===== src/rtl/fcf_pkg.sv =====
package fcf_pkg;
  localparam logic [7:0] CMD_PROG_SETUP  = 8'h40;
  localparam logic [7:0] CMD_ERASE_SETUP = 8'h20;
  localparam logic [7:0] CMD_ERASE_CONF  = 8'hD0;
  localparam logic [7:0] CMD_RD_STATUS   = 8'h70;
  localparam logic [7:0] CMD_RD_ARRAY    = 8'hFF;

  localparam int SR_READY_BIT = 7;
  localparam int SR_EERR_BIT  = 5;
  localparam int SR_PERR_BIT  = 4;

  typedef enum logic [2:0] {
    SEQ_IDLE,
    SEQ_PSETUP,
    SEQ_ESETUP,
    SEQ_ISSUE,
    SEQ_WAIT
  } seq_state_t;
endpackage


===== src/rtl/fcf_deglitch.sv =====
module fcf_deglitch #(
  parameter int CNT_W = 4
) (
  input  logic             clk,
  input  logic             rst_n,
  input  logic             raw_n,
  input  logic [CNT_W-1:0] min_low,
  output logic             filt_low
);
  localparam logic [CNT_W-1:0] CNT_MAX = '1;
  localparam logic [CNT_W-1:0] CNT_ONE = CNT_W'(1);

  logic [CNT_W-1:0] cnt_q, cnt_d, thr;
  logic             filt_q;

  // a zero threshold still needs one low sample
  assign thr = (min_low == '0) ? CNT_ONE : min_low;

  always_comb begin
    if (raw_n)                cnt_d = '0;
    else if (cnt_q == CNT_MAX) cnt_d = cnt_q;
    else                      cnt_d = cnt_q + CNT_ONE;
  end

  always_ff @(posedge clk or negedge rst_n) begin
    if (!rst_n) begin
      cnt_q  <= '0;
      filt_q <= 1'b0;
    end else begin
      cnt_q  <= cnt_d;
      filt_q <= !raw_n && (cnt_d >= thr);
    end
  end

  assign filt_low = filt_q;
endmodule


===== src/rtl/fcf_strobe_qual.sv =====
module fcf_strobe_qual #(
  parameter int AW    = 8,
  parameter int DW    = 16,
  parameter int CNT_W = 4
) (
  input  logic             clk,
  input  logic             rst_n,
  input  logic             ce_n,
  input  logic             we_n,
  input  logic             oe_n,
  input  logic             vpp_low,
  input  logic             rp_n,
  input  logic [CNT_W-1:0] min_low,
  input  logic [AW-1:0]    addr,
  input  logic [DW-1:0]    din,
  output logic             wr_valid,
  output logic [AW-1:0]    wr_addr,
  output logic [DW-1:0]    wr_data
);
  localparam int NSTROBE = 2;

  logic [NSTROBE-1:0] strobe_n;
  logic [NSTROBE-1:0] filt;
  logic               both_low_q;
  logic               inh_q;
  logic               any_high;
  logic               accept;
  logic               wv_q;
  logic [AW-1:0]      wa_q;
  logic [DW-1:0]      wd_q;

  assign strobe_n = {we_n, ce_n};

  for (genvar g = 0; g < NSTROBE; g++) begin : g_filt
    fcf_deglitch #(.CNT_W(CNT_W)) u_dg (
      .clk      (clk),
      .rst_n    (rst_n),
      .raw_n    (strobe_n[g]),
      .min_low  (min_low),
      .filt_low (filt[g])
    );
  end

  assign any_high = ce_n | we_n;

  // rising edge of the combined strobe, all guards clean over the window
  assign accept = both_low_q && any_high && (&filt) && !inh_q &&
                  oe_n && !vpp_low && rp_n;

  always_ff @(posedge clk or negedge rst_n) begin
    if (!rst_n) begin
      both_low_q <= 1'b0;
      inh_q      <= 1'b0;
      wv_q       <= 1'b0;
      wa_q       <= '0;
      wd_q       <= '0;
    end else begin
      both_low_q <= !any_high;
      if (any_high) inh_q <= 1'b0;
      else          inh_q <= inh_q | !oe_n | vpp_low | !rp_n;
      wv_q <= accept;
      if (accept) begin
        wa_q <= addr;
        wd_q <= din;
      end
    end
  end

  assign wr_valid = wv_q;
  assign wr_addr  = wa_q;
  assign wr_data  = wd_q;
endmodule


===== src/rtl/fcf_cmd_seq.sv =====
module fcf_cmd_seq
  import fcf_pkg::*;
#(
  parameter int AW = 8,
  parameter int DW = 16
) (
  input  logic          clk,
  input  logic          rst_n,
  input  logic          rp_n,
  input  logic          vpp_low,
  input  logic          wr_valid,
  input  logic [AW-1:0] wr_addr,
  input  logic [DW-1:0] wr_data,
  output logic          op_valid,
  input  logic          op_ready,
  output logic          op_erase,
  output logic [AW-1:0] op_addr,
  output logic [DW-1:0] op_data,
  input  logic          be_done,
  input  logic          be_fail,
  output logic          op_abort,
  output logic          show_status,
  output logic [7:0]    sr
);
  seq_state_t    st_q;
  logic          stat_mode_q;
  logic          perr_q, eerr_q;
  logic          kind_q;
  logic [AW-1:0] addr_q;
  logic [DW-1:0] data_q;
  logic [7:0]    cmd;
  logic          busy;

  assign cmd  = wr_data[7:0];
  assign busy = (st_q == SEQ_ISSUE) || (st_q == SEQ_WAIT);

  always_ff @(posedge clk or negedge rst_n) begin
    if (!rst_n) begin
      st_q        <= SEQ_IDLE;
      stat_mode_q <= 1'b0;
      perr_q      <= 1'b0;
      eerr_q      <= 1'b0;
      kind_q      <= 1'b0;
      addr_q      <= '0;
      data_q      <= '0;
    end else if (!rp_n) begin
      st_q        <= SEQ_IDLE;
      stat_mode_q <= 1'b0;
      perr_q      <= 1'b0;
      eerr_q      <= 1'b0;
    end else begin
      unique case (st_q)
        SEQ_IDLE: if (wr_valid) begin
          unique case (cmd)
            CMD_RD_ARRAY:    stat_mode_q <= 1'b0;
            CMD_RD_STATUS:   stat_mode_q <= 1'b1;
            CMD_PROG_SETUP: begin
              st_q        <= SEQ_PSETUP;
              stat_mode_q <= 1'b1;
            end
            CMD_ERASE_SETUP: begin
              st_q        <= SEQ_ESETUP;
              stat_mode_q <= 1'b1;
            end
            default: ;
          endcase
        end
        SEQ_PSETUP: if (wr_valid) begin
          st_q   <= SEQ_ISSUE;
          kind_q <= 1'b0;
          addr_q <= wr_addr;
          data_q <= wr_data;
        end
        SEQ_ESETUP: if (wr_valid) begin
          if (cmd == CMD_ERASE_CONF) begin
            st_q   <= SEQ_ISSUE;
            kind_q <= 1'b1;
            addr_q <= wr_addr;
            data_q <= '0;
          end else begin
            st_q   <= SEQ_IDLE;
            eerr_q <= 1'b1;
          end
        end
        SEQ_ISSUE: begin
          if (wr_valid && cmd == CMD_RD_STATUS) stat_mode_q <= 1'b1;
          if (op_valid && op_ready) st_q <= SEQ_WAIT;
        end
        SEQ_WAIT: begin
          if (wr_valid && cmd == CMD_RD_STATUS) stat_mode_q <= 1'b1;
          if (be_done) begin
            st_q <= SEQ_IDLE;
            if (be_fail) begin
              if (kind_q) eerr_q <= 1'b1;
              else        perr_q <= 1'b1;
            end
          end
        end
        default: st_q <= SEQ_IDLE;
      endcase
    end
  end

  assign op_valid    = (st_q == SEQ_ISSUE) && !vpp_low;
  assign op_erase    = kind_q;
  assign op_addr     = addr_q;
  assign op_data     = data_q;
  assign op_abort    = busy && !rp_n;
  assign show_status = stat_mode_q;

  always_comb begin
    sr               = '0;
    sr[SR_READY_BIT] = !busy;
    sr[SR_EERR_BIT]  = eerr_q;
    sr[SR_PERR_BIT]  = perr_q;
  end
endmodule


===== src/rtl/flash_wp_frontend.sv =====
module flash_wp_frontend #(
  parameter int AW    = 8,
  parameter int DW    = 16,
  parameter int CNT_W = 4
) (
  input  logic             clk,
  input  logic             rst_n,
  input  logic             rp_n,
  input  logic             vpp_low,
  input  logic [CNT_W-1:0] min_low,
  input  logic             ce_n,
  input  logic             we_n,
  input  logic             oe_n,
  input  logic [AW-1:0]    addr,
  input  logic [DW-1:0]    din,
  input  logic [DW-1:0]    array_rdata,
  output logic [DW-1:0]    dout,
  output logic             dq_oe,
  output logic [7:0]       sr,
  output logic             op_valid,
  input  logic             op_ready,
  output logic             op_erase,
  output logic [AW-1:0]    op_addr,
  output logic [DW-1:0]    op_data,
  input  logic             be_done,
  input  logic             be_fail,
  output logic             op_abort
);
  localparam int SR_W = 8;

  logic          wr_valid;
  logic [AW-1:0] wr_addr;
  logic [DW-1:0] wr_data;
  logic          show_status;

  fcf_strobe_qual #(.AW(AW), .DW(DW), .CNT_W(CNT_W)) u_qual (
    .clk      (clk),
    .rst_n    (rst_n),
    .ce_n     (ce_n),
    .we_n     (we_n),
    .oe_n     (oe_n),
    .vpp_low  (vpp_low),
    .rp_n     (rp_n),
    .min_low  (min_low),
    .addr     (addr),
    .din      (din),
    .wr_valid (wr_valid),
    .wr_addr  (wr_addr),
    .wr_data  (wr_data)
  );

  fcf_cmd_seq #(.AW(AW), .DW(DW)) u_seq (
    .clk         (clk),
    .rst_n       (rst_n),
    .rp_n        (rp_n),
    .vpp_low     (vpp_low),
    .wr_valid    (wr_valid),
    .wr_addr     (wr_addr),
    .wr_data     (wr_data),
    .op_valid    (op_valid),
    .op_ready    (op_ready),
    .op_erase    (op_erase),
    .op_addr     (op_addr),
    .op_data     (op_data),
    .be_done     (be_done),
    .be_fail     (be_fail),
    .op_abort    (op_abort),
    .show_status (show_status),
    .sr          (sr)
  );

  if (DW > SR_W) begin : g_wide
    assign dout = show_status ? {{(DW-SR_W){1'b0}}, sr} : array_rdata;
  end else begin : g_narrow
    assign dout = show_status ? sr[DW-1:0] : array_rdata;
  end

  assign dq_oe = rp_n && !ce_n && !oe_n && we_n;
endmodule


===== config.mk =====
export PLATFORM = sky130hd
export DESIGN_NAME = flash_wp_frontend
export DESIGN_NICKNAME = d
export VERILOG_FILES = /design/src/rtl/fcf_pkg.sv /design/src/rtl/fcf_deglitch.sv /design/src/rtl/fcf_strobe_qual.sv /design/src/rtl/fcf_cmd_seq.sv /design/src/rtl/flash_wp_frontend.sv
export SDC_FILE = /design/constraint.sdc
export NUM_CORES = 1
export LEC_CHECK = 0
export BUFFER_PORTS_ARGS = -buffer_cell sky130_fd_sc_hd__clkbuf_2
export CAP_MARGIN = 40
export CORE_AREA = 2 2 89 91
export DETAILED_ROUTE_END_ITERATION = 12
export DIE_AREA = 0 0 91 93
export PLACE_DENSITY = 0.69
export SYNTH_ARGS = -nofsm -noshare
export SYNTH_HDL_FRONTEND = slang
export SYNTH_SLANG_ARGS = --single-unit

===== constraint.sdc =====
create_clock -name clk -period 2.5 [get_ports clk]
set_input_delay 0.25 -clock clk [delete_from_list [all_inputs] [get_ports clk]]
set_output_delay 0.25 -clock clk [all_outputs]
set_load 0.01 [all_outputs]

==> results.sh <==
export IMPL_cp_max_fo=16
export IMPL_netlist_top_cells_area="dfrtp_1 (52%), mux2_1 (9.5%), a22o_1 (4.2%)"
export IMPL_cp_start_kind="register"
export IMPL_h_tree_depth=3
export IMPL_grt_pass1_vias=2494
export IMPL_nets=450
export IMPL_yosys_register_bits=68
export IMPL_slowest_stage="dfrtp_1"
export IMPL_finClkSkew_ps=13.0
export IMPL_cp_arrival_ps=2110
export IMPL_coreArea_um2=7530
export IMPL_slew_viol_final=0
export IMPL_use_met3_pct=3.71
export IMPL_grt_pass1_wl_mm=11.5
export IMPL_yosysWarnings=0
export IMPL_worstMarginPinSlew_ps=554
export IMPL_grt_overflow_total=0
export IMPL_holdWs_ps=96.9
export IMPL_yosysUniqueCellTypes=51
export IMPL_period_needed_ps=2360
export IMPL_area_growth_pct=24.3
export IMPL_setup_viol=0
export IMPL_yosysTopAreaCell="dfrtp_1"
export IMPL_endpoint_kind="output pin"
export IMPL_synth_avg_cell_area_um2=11.5
export IMPL_ios=106
export IMPL_hp_start="addr[0]"
export IMPL_clkLatencyLatePin_ps=360
export IMPL_drt_iter0_markers=132
export IMPL_yosysTopAreaCellShare_pct=51.5
export IMPL_wl_mm=6.74
export IMPL_drive_above_1_share_pct=34.5
export IMPL_min_path_cells=2
export IMPL_ant_nets=0
export IMPL_die_h_um=93
export IMPL_start_util_pct=43.9
export IMPL_vias_per_cell=5.07
export IMPL_maxSlewHeadroom_pct=63.1
export IMPL_leakagePower_uw=0.00220
export IMPL_hold_path_class="in2reg"
export IMPL_clockRootBuffer="clkbuf_8"
export IMPL_fin_crit_sh_pct=94.4
export IMPL_cts_inserted_buffers=9
export IMPL_use_met1_pct=20.5
export IMPL_critPathKind="reg2out"
export IMPL_rows=32
export IMPL_clk_path_buf_depth=2
export IMPL_wl_per_cell_um=13.7
export IMPL_syn_instance_count=286
export IMPL_clock_fmax_ghz=0.424
export IMPL_ir_drop_v=0.000407
export IMPL_track_usage_pct=16.9
export IMPL_antenna_found_initial=0
export IMPL_place_congestion=0.722
export IMPL_r2r_start="u_qual.g_filt[1].u_dg.cnt_q[0]"
export IMPL_cts_tree="done"
export IMPL_final_cell_mix="clkbuf_2 (99), dfrtp_1 (68), mux2_1 (28), nor2_1 (25), a22o_1 (16)"
export IMPL_power_density_nw_per_um2=621
export IMPL_r2r_end="u_qual.g_filt[1].u_dg.filt_low"
export IMPL_num_antenna_cells=0
export IMPL_drc=0
export IMPL_status="complete, no violations"
export IMPL_rsz0062_at_grt="false"
export IMPL_setup_tns_ps=0
export IMPL_via_count=2501
export IMPL_filler_cell_count=690
export IMPL_chipWidth_um=91
export IMPL_synth_seq_area_share_pct=51.5
export IMPL_reg2reg_depth=11
export IMPL_reg2reg_slack_ps=220
export IMPL_crit_path_start="u_seq.st_q[1]"
export IMPL_crit_required_ps=2250
export IMPL_first_pass_iters=4
export IMPL_grt_max_degree=48
export IMPL_hold_path_end="u_qual.wr_addr[0]"
export IMPL_grt_most_used_layer="met2"
export IMPL_cts_sinks=68
export IMPL_place_hpwl_mm=4.89
export IMPL_critPathMaxStageDelay_ps=560
export IMPL_post_cts_resized=0
export IMPL_syn_area_um2=3300
export IMPL_crit_chain="or3b_2 -> nand2_1 -> inv_1 -> mux2_2 -> clkbuf_2"
export IMPL_port_buffers=100
export IMPL_final_common_cell="clkbuf_2"
export IMPL_max_cap_viol_count=0
export IMPL_grtUsageMet2_pct=29.0
export IMPL_clk_pin_slew_ps=90
export IMPL_dieArea_um2=8460
export IMPL_final_hold_viol_count=0
==> Yosys cell counts, drive strengths merged <==
cell type,n
a2111oi,1
a211o,1
a211oi,3
a21o,5
a21oi,4
a22o,16
a31o,1
a31oi,5
and2,1
buf,12
clkbuf,8
conb,1
dfrtp,68
ha,10
inv,11
mux2,35
mux2i,4
nand2,9
nand2b,7
nand3,7
nand3b,3
nand4,1
nand4b,1
nor2,25
nor2b,15
nor3,7
nor4,2
nor4b,1
o211ai,1
o21a,1
o21ai,4
o21bai,1
o22a,2
o22ai,1
o32ai,1
o41ai,1
or2,2
or3b,1
or4,2
or4b,1
xnor2,1
xor2,3
==> cell type report <==
class,count,area [um2],share of cell area [%]
Sequential cell,68,1700,41.4
Multi-Input combinational cell,191,1460,35.6
Timing Repair Buffer,105,566,13.8
Tap cell,102,128,3.11
Clock buffer,9,124,3.02
Clock inverter,7,83.8,2.04
Inverter,11,41.3,1.01
==> per-layer routing <==
layer / vias to the layer above / share of wire [%]
met4: 0 / 1.7
met1: 1210 / 44
met5: - / 0
li1: 1211 / -
met2: 68 / 49
met3: 12 / 5.9
==> stage by stage <==
stage | utilization [%] | power [uW] | area [um2] | instances | worst slack [ps]
finish | 54.6 | 2550 | 4110 | 493 | 140
global route | 54.6 | 2670 | 4110 | 493 | 33.8
CTS | 54.6 | 2560 | 4110 | 493 | 145
detailed placement | 51.7 | 1610 | 3890 | 476 | 250
global placement | 51.7 | 1600 | 3890 | 476 | 298
floorplan | - | 1460 | 3320 | 290 | 389
==> state kept, by name (all words and copies together) (netlist names) <==
register and flops:
u_qual.inh_q 1, u_qual.both_low_q 1, u_qual.wr_valid 1, u_qual.wr_data 16, u_seq.op_data 16, u_seq.op_erase 1, u_seq.show_status 1, u_qual.wr_addr 8
u_seq.op_addr 8, u_qual.g_filt.u_dg.cnt_q 8, u_seq.perr_q 1, u_seq.eerr_q 1, u_qual.g_filt.u_dg.filt_low 2, u_seq.st_q 3
==> critical path, delay by kind of cell, from the launching register on <==
kind	cells	cell delay, ps
DFF	1	560
muxes	1	260
and+or+nand+nor	2	720
buffers and inverters	2	200
==> how the worst max path moves through the flow <==
stage,to,cells after the start
6_report,dout[7],5
5_1_grt,u_qual.g_filt[1].u_dg.filt_low,11
4_1_cts,dout[7],5
3_5_place_dp,u_qual.g_filt[1].u_dg.filt_low,11
3_3_place_gp,u_qual.g_filt[0].u_dg.filt_low,11
2_1_floorplan,u_seq.op_addr[0],7
==> timing repair <==
| action | in CTS | in global routing |
|---|---|---|
| hold buffers | 1 | 0 |
| hold endpoints to repair | 21 | 0 |
| setup endpoints to repair | 0 | 0 |
| buffers inserted | 0 | 0 |
==> where the power goes <==
group | switching, uW | internal (uW)
registers | 84.5 | 1140
logic | 187 | 179
clock network | 484 | 478
==> cell families after synthesis <==
family	Yosys count	share of synthesized area (%)
flops	68	51.5
simple gates	85	13.9
mux	39	13.6
buf+inv	31	4.85
compound gates	48	11.1
other cells	1	0.114
fa+ha+maj	10	3.79
xor+xnor	4	1.06
Power figures use the tool's default switching activity.
